==> src/rtl/evtSerPkg.sv <==
package evtSerPkg;

  // Strobes from the control half to the datapath half
  typedef struct packed {
    logic loadN;     // active-low parallel capture of the constant byte
    logic clrCount;  // return the event counter to zero
    logic shiftEn;   // one gated shift step
  } serCtl_t;

endpackage

==> src/rtl/evtSerDatapath.sv <==
module evtSerDatapath
  import evtSerPkg::*;
#(
  parameter int                    SYNC_STAGES = 2,
  parameter int                    TERM_COUNT  = 5,
  parameter int                    FRAME_BITS  = 8,
  parameter logic [FRAME_BITS-1:0] LOAD_VALUE  = FRAME_BITS'(5)
) (
  input  logic    clk,
  input  logic    rstN,
  input  logic    evtIn,
  input  serCtl_t ctl,
  output logic    atTerm,
  output logic    lastBit,
  output logic    serOut
);

  localparam int CNT_W = $clog2(TERM_COUNT + 1);
  localparam int BIT_W = (FRAME_BITS > 1) ? $clog2(FRAME_BITS) : 1;
  localparam logic [CNT_W-1:0] TERM_VAL = CNT_W'(TERM_COUNT);
  localparam logic [BIT_W-1:0] LAST_IDX = BIT_W'(FRAME_BITS - 1);

  // Synchronizer chain for the asynchronous event line
  logic [SYNC_STAGES-1:0] syncQ;
  logic                   evtPrev;
  logic                   evtRise;

  genvar gi;
  generate
    for (gi = 0; gi < SYNC_STAGES; gi++) begin : g_sync
      if (gi == 0) begin : g_first
        always_ff @(posedge clk or negedge rstN) begin
          if (!rstN) syncQ[0] <= 1'b0;
          else       syncQ[0] <= evtIn;
        end
      end else begin : g_next
        always_ff @(posedge clk or negedge rstN) begin
          if (!rstN) syncQ[gi] <= 1'b0;
          else       syncQ[gi] <= syncQ[gi-1];
        end
      end
    end
  endgenerate

  always_ff @(posedge clk or negedge rstN) begin
    if (!rstN) evtPrev <= 1'b0;
    else       evtPrev <= syncQ[SYNC_STAGES-1];
  end

  assign evtRise = syncQ[SYNC_STAGES-1] & ~evtPrev;

  // Event counter: holds at the terminal value, cleared by the load decode.
  // An event seen in the clearing cycle becomes the first of the next group.
  logic [CNT_W-1:0] evtCount;

  always_ff @(posedge clk or negedge rstN) begin
    if (!rstN) begin
      evtCount <= '0;
    end else if (ctl.clrCount) begin
      evtCount <= evtRise ? CNT_W'(1) : '0;
    end else if (evtRise && (evtCount != TERM_VAL)) begin
      evtCount <= evtCount + CNT_W'(1);
    end
  end

  assign atTerm = (evtCount == TERM_VAL);

  // Parallel-in serial-out register, serial input tied low
  logic [FRAME_BITS-1:0] shReg;
  logic [BIT_W-1:0]      bitCnt;

  always_ff @(posedge clk or negedge rstN) begin
    if (!rstN) begin
      shReg  <= '0;
      bitCnt <= '0;
    end else if (!ctl.loadN) begin
      shReg  <= LOAD_VALUE;
      bitCnt <= '0;
    end else if (ctl.shiftEn) begin
      shReg  <= {shReg[FRAME_BITS-2:0], 1'b0};
      bitCnt <= bitCnt + BIT_W'(1);
    end
  end

  assign lastBit = (bitCnt == LAST_IDX);
  assign serOut  = shReg[FRAME_BITS-1];


  term_hold_chk: assert property (@(posedge clk) disable iff (!rstN)
    evtCount <= TERM_VAL);


  load_value_chk: assert property (@(posedge clk) disable iff (!rstN)
    !ctl.loadN |=> (shReg == LOAD_VALUE));


  count_clear_chk: assert property (@(posedge clk) disable iff (!rstN)
    ctl.clrCount |=> (evtCount <= CNT_W'(1)));


  zero_fill_chk: assert property (@(posedge clk) disable iff (!rstN)
    ctl.shiftEn |=> (shReg[0] == 1'b0));

endmodule

==> src/rtl/evtSerControl.sv <==
module evtSerControl
  import evtSerPkg::*;
(
  input  logic    clk,
  input  logic    rstN,
  input  logic    atTerm,
  input  logic    lastBit,
  input  logic    shiftTick,
  output serCtl_t ctl,
  output logic    busy
);

  logic loadReq;

  // Terminal-count decode, held off while a frame is in flight
  assign loadReq = atTerm & ~busy;

  always_comb begin
    ctl          = '0;
    ctl.loadN    = ~loadReq;
    ctl.clrCount = loadReq;
    ctl.shiftEn  = busy & shiftTick;
  end

  // Set/reset gating flag: set by the load, reset after the last bit
  always_ff @(posedge clk or negedge rstN) begin
    if (!rstN)                         busy <= 1'b0;
    else if (loadReq)                  busy <= 1'b1;
    else if (ctl.shiftEn && lastBit)   busy <= 1'b0;
  end


  busy_rise_on_term_chk: assert property (@(posedge clk) disable iff (!rstN)
    $rose(busy) |-> $past(atTerm));


  busy_fall_on_last_chk: assert property (@(posedge clk) disable iff (!rstN)
    $fell(busy) |-> ($past(shiftTick) && $past(lastBit)));

endmodule

==> src/rtl/evtFrameSerializer.sv <==
module evtFrameSerializer
  import evtSerPkg::*;
#(
  parameter int                    SYNC_STAGES = 2,
  parameter int                    TERM_COUNT  = 5,
  parameter int                    FRAME_BITS  = 8,
  parameter logic [FRAME_BITS-1:0] LOAD_VALUE  = FRAME_BITS'(5)
) (
  input  logic clk,
  input  logic rstN,
  input  logic evtIn,
  input  logic shiftTick,
  output logic serOut,
  output logic busy
);

  serCtl_t ctl;
  logic    atTerm;
  logic    lastBit;

  evtSerControl u_ctrl (
    .clk       (clk),
    .rstN      (rstN),
    .atTerm    (atTerm),
    .lastBit   (lastBit),
    .shiftTick (shiftTick),
    .ctl       (ctl),
    .busy      (busy)
  );

  evtSerDatapath #(
    .SYNC_STAGES (SYNC_STAGES),
    .TERM_COUNT  (TERM_COUNT),
    .FRAME_BITS  (FRAME_BITS),
    .LOAD_VALUE  (LOAD_VALUE)
  ) u_dp (
    .clk     (clk),
    .rstN    (rstN),
    .evtIn   (evtIn),
    .ctl     (ctl),
    .atTerm  (atTerm),
    .lastBit (lastBit),
    .serOut  (serOut)
  );

endmodule

==> config.mk <==
export PLATFORM = sky130hd
export DESIGN_NAME = evtFrameSerializer
export DESIGN_NICKNAME = d
export VERILOG_FILES = /design/src/rtl/evtSerPkg.sv /design/src/rtl/evtSerDatapath.sv /design/src/rtl/evtSerControl.sv /design/src/rtl/evtFrameSerializer.sv
export SDC_FILE = /design/constraint.sdc
export NUM_CORES = 1
export LEC_CHECK = 0
export BUFFER_PORTS_ARGS = -buffer_cell sky130_fd_sc_hd__buf_2
export CAP_MARGIN = 20
export CORE_AREA = 2 2 39 41
export CTS_CLUSTER_DIAMETER = 120
export DETAILED_ROUTE_END_ITERATION = 10
export DIE_AREA = 0 0 41 43
export PLACE_DENSITY_LB_ADDON = 0.08
export SYNTH_ARGS = -nofsm -noshare
export SYNTH_HDL_FRONTEND = slang
export SYNTH_SLANG_ARGS = --single-unit
==> constraint.sdc <==
create_clock -name clk -period 2.9 [get_ports clk]
set_input_delay 0.58 -clock clk [delete_from_list [all_inputs] [get_ports clk]]
set_output_delay 0.58 -clock clk [all_outputs]
set_load 0.01 [all_outputs]
==> out/qor.txt <==
Gpl congestion: 0.698
Worst skew pair latency: 0.29 ns
Gr ovfl total: 0
Power Dens Cells: 987 nW/um2
Clock network power share: 14.7%
Peak Freq: 652 MHz
Core Footprint: 1380 um2
# diodes: 0
Synth area leaders: dfrtp_1, a22o_1, ha_1
Share of layout cells above drive strength 1: 18.5%
Horiz. Die Dim: 41 um
Fin area: 823 um2
Clock buffer count from CTS: 3
Crit-path slowest cell: dfrtp_1
Initial antenna violation count: 0
Critical R2R Capture: u_dp.bitCnt[0]
Maximum vdd drop: 0.490 mV
Setup crit start kind: flop
Final net count: 75
Area leader, netlist: dfrtp_1
First-pass GRT wire length: 1790 um
Critical path peak fanout: 9
Yosys warns: 0
# IOs: 6
Clk root buf: clkbuf_4
Rel. slew slack: 74.7%
Final Power: 0.813 mW
Post-synth top cells: dfrtp_1, a22o_1, ha_1, inv_1
R2R cell count: 4
Sw Ratio: 34.7%
Reg power frac: 52.5%
Final setup fails: 0
Worst path buffer plus inverter count: 1
Post-synthesis cell type count: 22
Outcome: completed
Worst slew pin tran: 0.380 ns
Data required, critical path: 2.32 ns
Die Ht: 43 um
P&R area growth vs syn: 8.22%
Final max-slew violation count: 0
Largest net degree at the start of global routing: 19
Max_cap viols: 0
Vias in the first global route: 416
DRT Wirelength: 1030 um
H-tree Lvls: 1
Register area share after synthesis: 59.2%
Gate Count Post-Synth: 58
Antenna viol nets, final: 0
Post-cts resize count: 0
Setup_tns: 0 ns
Post-synth EDFFs: 0
Clk_skew: 0.00442 ns
RSZ-0062 raised after global routing: no
WP data arrival: 0.95 ns
DR vias/cell: 5.64
Initial core utilization: 55.0%
Worst Setup EP: busy
Setup Buffers After CTS: 0
Initial drt markers: 4
# port buffers: 5
Worst setup startpoint: u_ctrl.busy
Cell with the most instances after synthesis: dfrtp_1
Top FF cell, synth: dfrtp_1
Via count: 457
Die area: 1760 um2
R2R setup slack: 1.52 ns
DR WL/cell: 12.7 um
FF-to-FF Start: u_dp.evtCount[1]
CP delay by family, top: flip-flops
Residual DRC count: 0
# rows: 14
WS Path Type: flop to output pin
Clk sink count: 18
# hold bufs at CTS: 0
Worst path max stage delay: 0.49 ns
CTS tree: yes
Leak pwr: 0.403 nW
Synth top area share: 59.2%
Switch Pwr: 0.282 mW
Avg Cell Area, Syn: 13.1 um2
Yosys reg bits: 18
HP Class: input pin to async pin
Syn Nets: 66
Area after DPL: 801 um2
Crit-path cells: buf_2
# fillers: 116
Crit end category: output pin
Total GRT Usage: 16.0%
Fin. Hold Viols: 0
Ys async rst share: 100%
Tmin final: 1.53 ns
Drt pass-1 iters: 3
Clock Pin Slew Worst Setup and Hold Paths: 0.09 ns
Gate power share: 32.8%
Final HPWL DP: 747 um
Synthesized cell area: 761 um2
Power Internal: 0.530 mW
Fin crit share: 52.8%
Crit path depth: 1
Max clock buf depth: 2
-- final cells by class --
cell class | count | area [um2] | share of cell area, %
Timing Repair Buffer | 5 | 25.0 | 3.04
Inverter | 4 | 15.0 | 1.82
Clock buffer | 3 | 22.5 | 2.74
Tap cell | 16 | 20.0 | 2.43
Sequential cell | 18 | 450 | 54.7
Multi-Input combinational cell | 35 | 290 | 35.3
-- worst register-to-register path: cells and delay by family, from the launching register on --
family | cells | cell delay, ns
fa+ha+maj | 1 | 0.33
mux | 1 | 0.30
buf+inv | 1 | 0.06
compound gates | 1 | 0.18
flops | 1 | 0.41
-- per-layer routing --
| metal | routed length, um | vias to the layer above | part of all wire (%) | track usage [%] |
|---|---|---|---|---|
| met4 | 28 | 0 | 2.7 | 10.0 |
| met1 | 533 | 217 | 52 | 25.0 |
| met5 | 0 | - | 0 | 0 |
| met3 | 33 | 5 | 3.2 | 4.71 |
| li1 | - | 229 | - | - |
| met2 | 431 | 6 | 42 | 19.1 |
-- per-stage QoR --
step	worst slack [ns]	utilization (%)	hold slack [ns]	cells
after CTS	1.36	59.5	0.200	81
final	1.37	59.5	0.191	81
after floorplan	1.62	-	0.284	58
after detailed placement	1.47	57.9	0.344	78
after global placement	1.48	57.9	0.336	78
after global routing	1.31	59.5	0.216	81
-- power by group through the flow --
stage / Clock, mW / Combinational (mW) / Sequential, mW
floorplan: 0 / 0.215 / 0.421
global placement: 0 / 0.273 / 0.432
detailed placement: 0 / 0.270 / 0.433
CTS: 0.122 / 0.274 / 0.427
global route: 0.133 / 0.309 / 0.440
finish: 0.119 / 0.267 / 0.427
-- kinds of logic (layout without fill, tap and decap cells) --
family,after synthesis,count (layout),synth area share (%)
buf+inv,5,12,2.63
compound gates,17,17,18.7
mux,3,3,4.11
fa+ha+maj,4,4,6.58
flops,18,18,59.2
simple gates,11,11,8.72
-- cells in the final DEF (no fill, tap or decap), types with 2 or more instances in the layout --
master    Yosys  final
dfrtp_1      18     18
a22o_1        8      8
buf_2         1      5
inv_1         4      4
ha_1          4      4
clkbuf_4      0      3
nor2_1        2      2
o22ai_1       2      2
mux2i_1       2      2
a21oi_1       2      2
nor3_1        2      2
a22oi_1       2      2
-- flip-flops by register name, indices dropped and copies added (netlist names) --
signal,flops
u_dp.shReg,8
u_dp.bitCnt,3
u_dp.evtCount,3
u_dp.syncQ,2
u_ctrl.busy,1
u_dp.evtPrev,1
-- how the worst min path moves through the flow --
| stage | endpoint | slack, ns | cells after the start |
|---|---|---|---|
| finish | u_dp.syncQ[0] | 0.19 | 1 |
| global route | u_dp.syncQ[1] | 0.22 | 1 |
| CTS | u_dp.syncQ[0] | 0.20 | 1 |
| detailed placement | u_dp.syncQ[1] | 0.34 | 0 |
| global placement | u_dp.syncQ[1] | 0.34 | 0 |
| floorplan | u_ctrl.busy | 0.28 | 0 |
No activity file was read; power rests on OpenSTA's default activity.
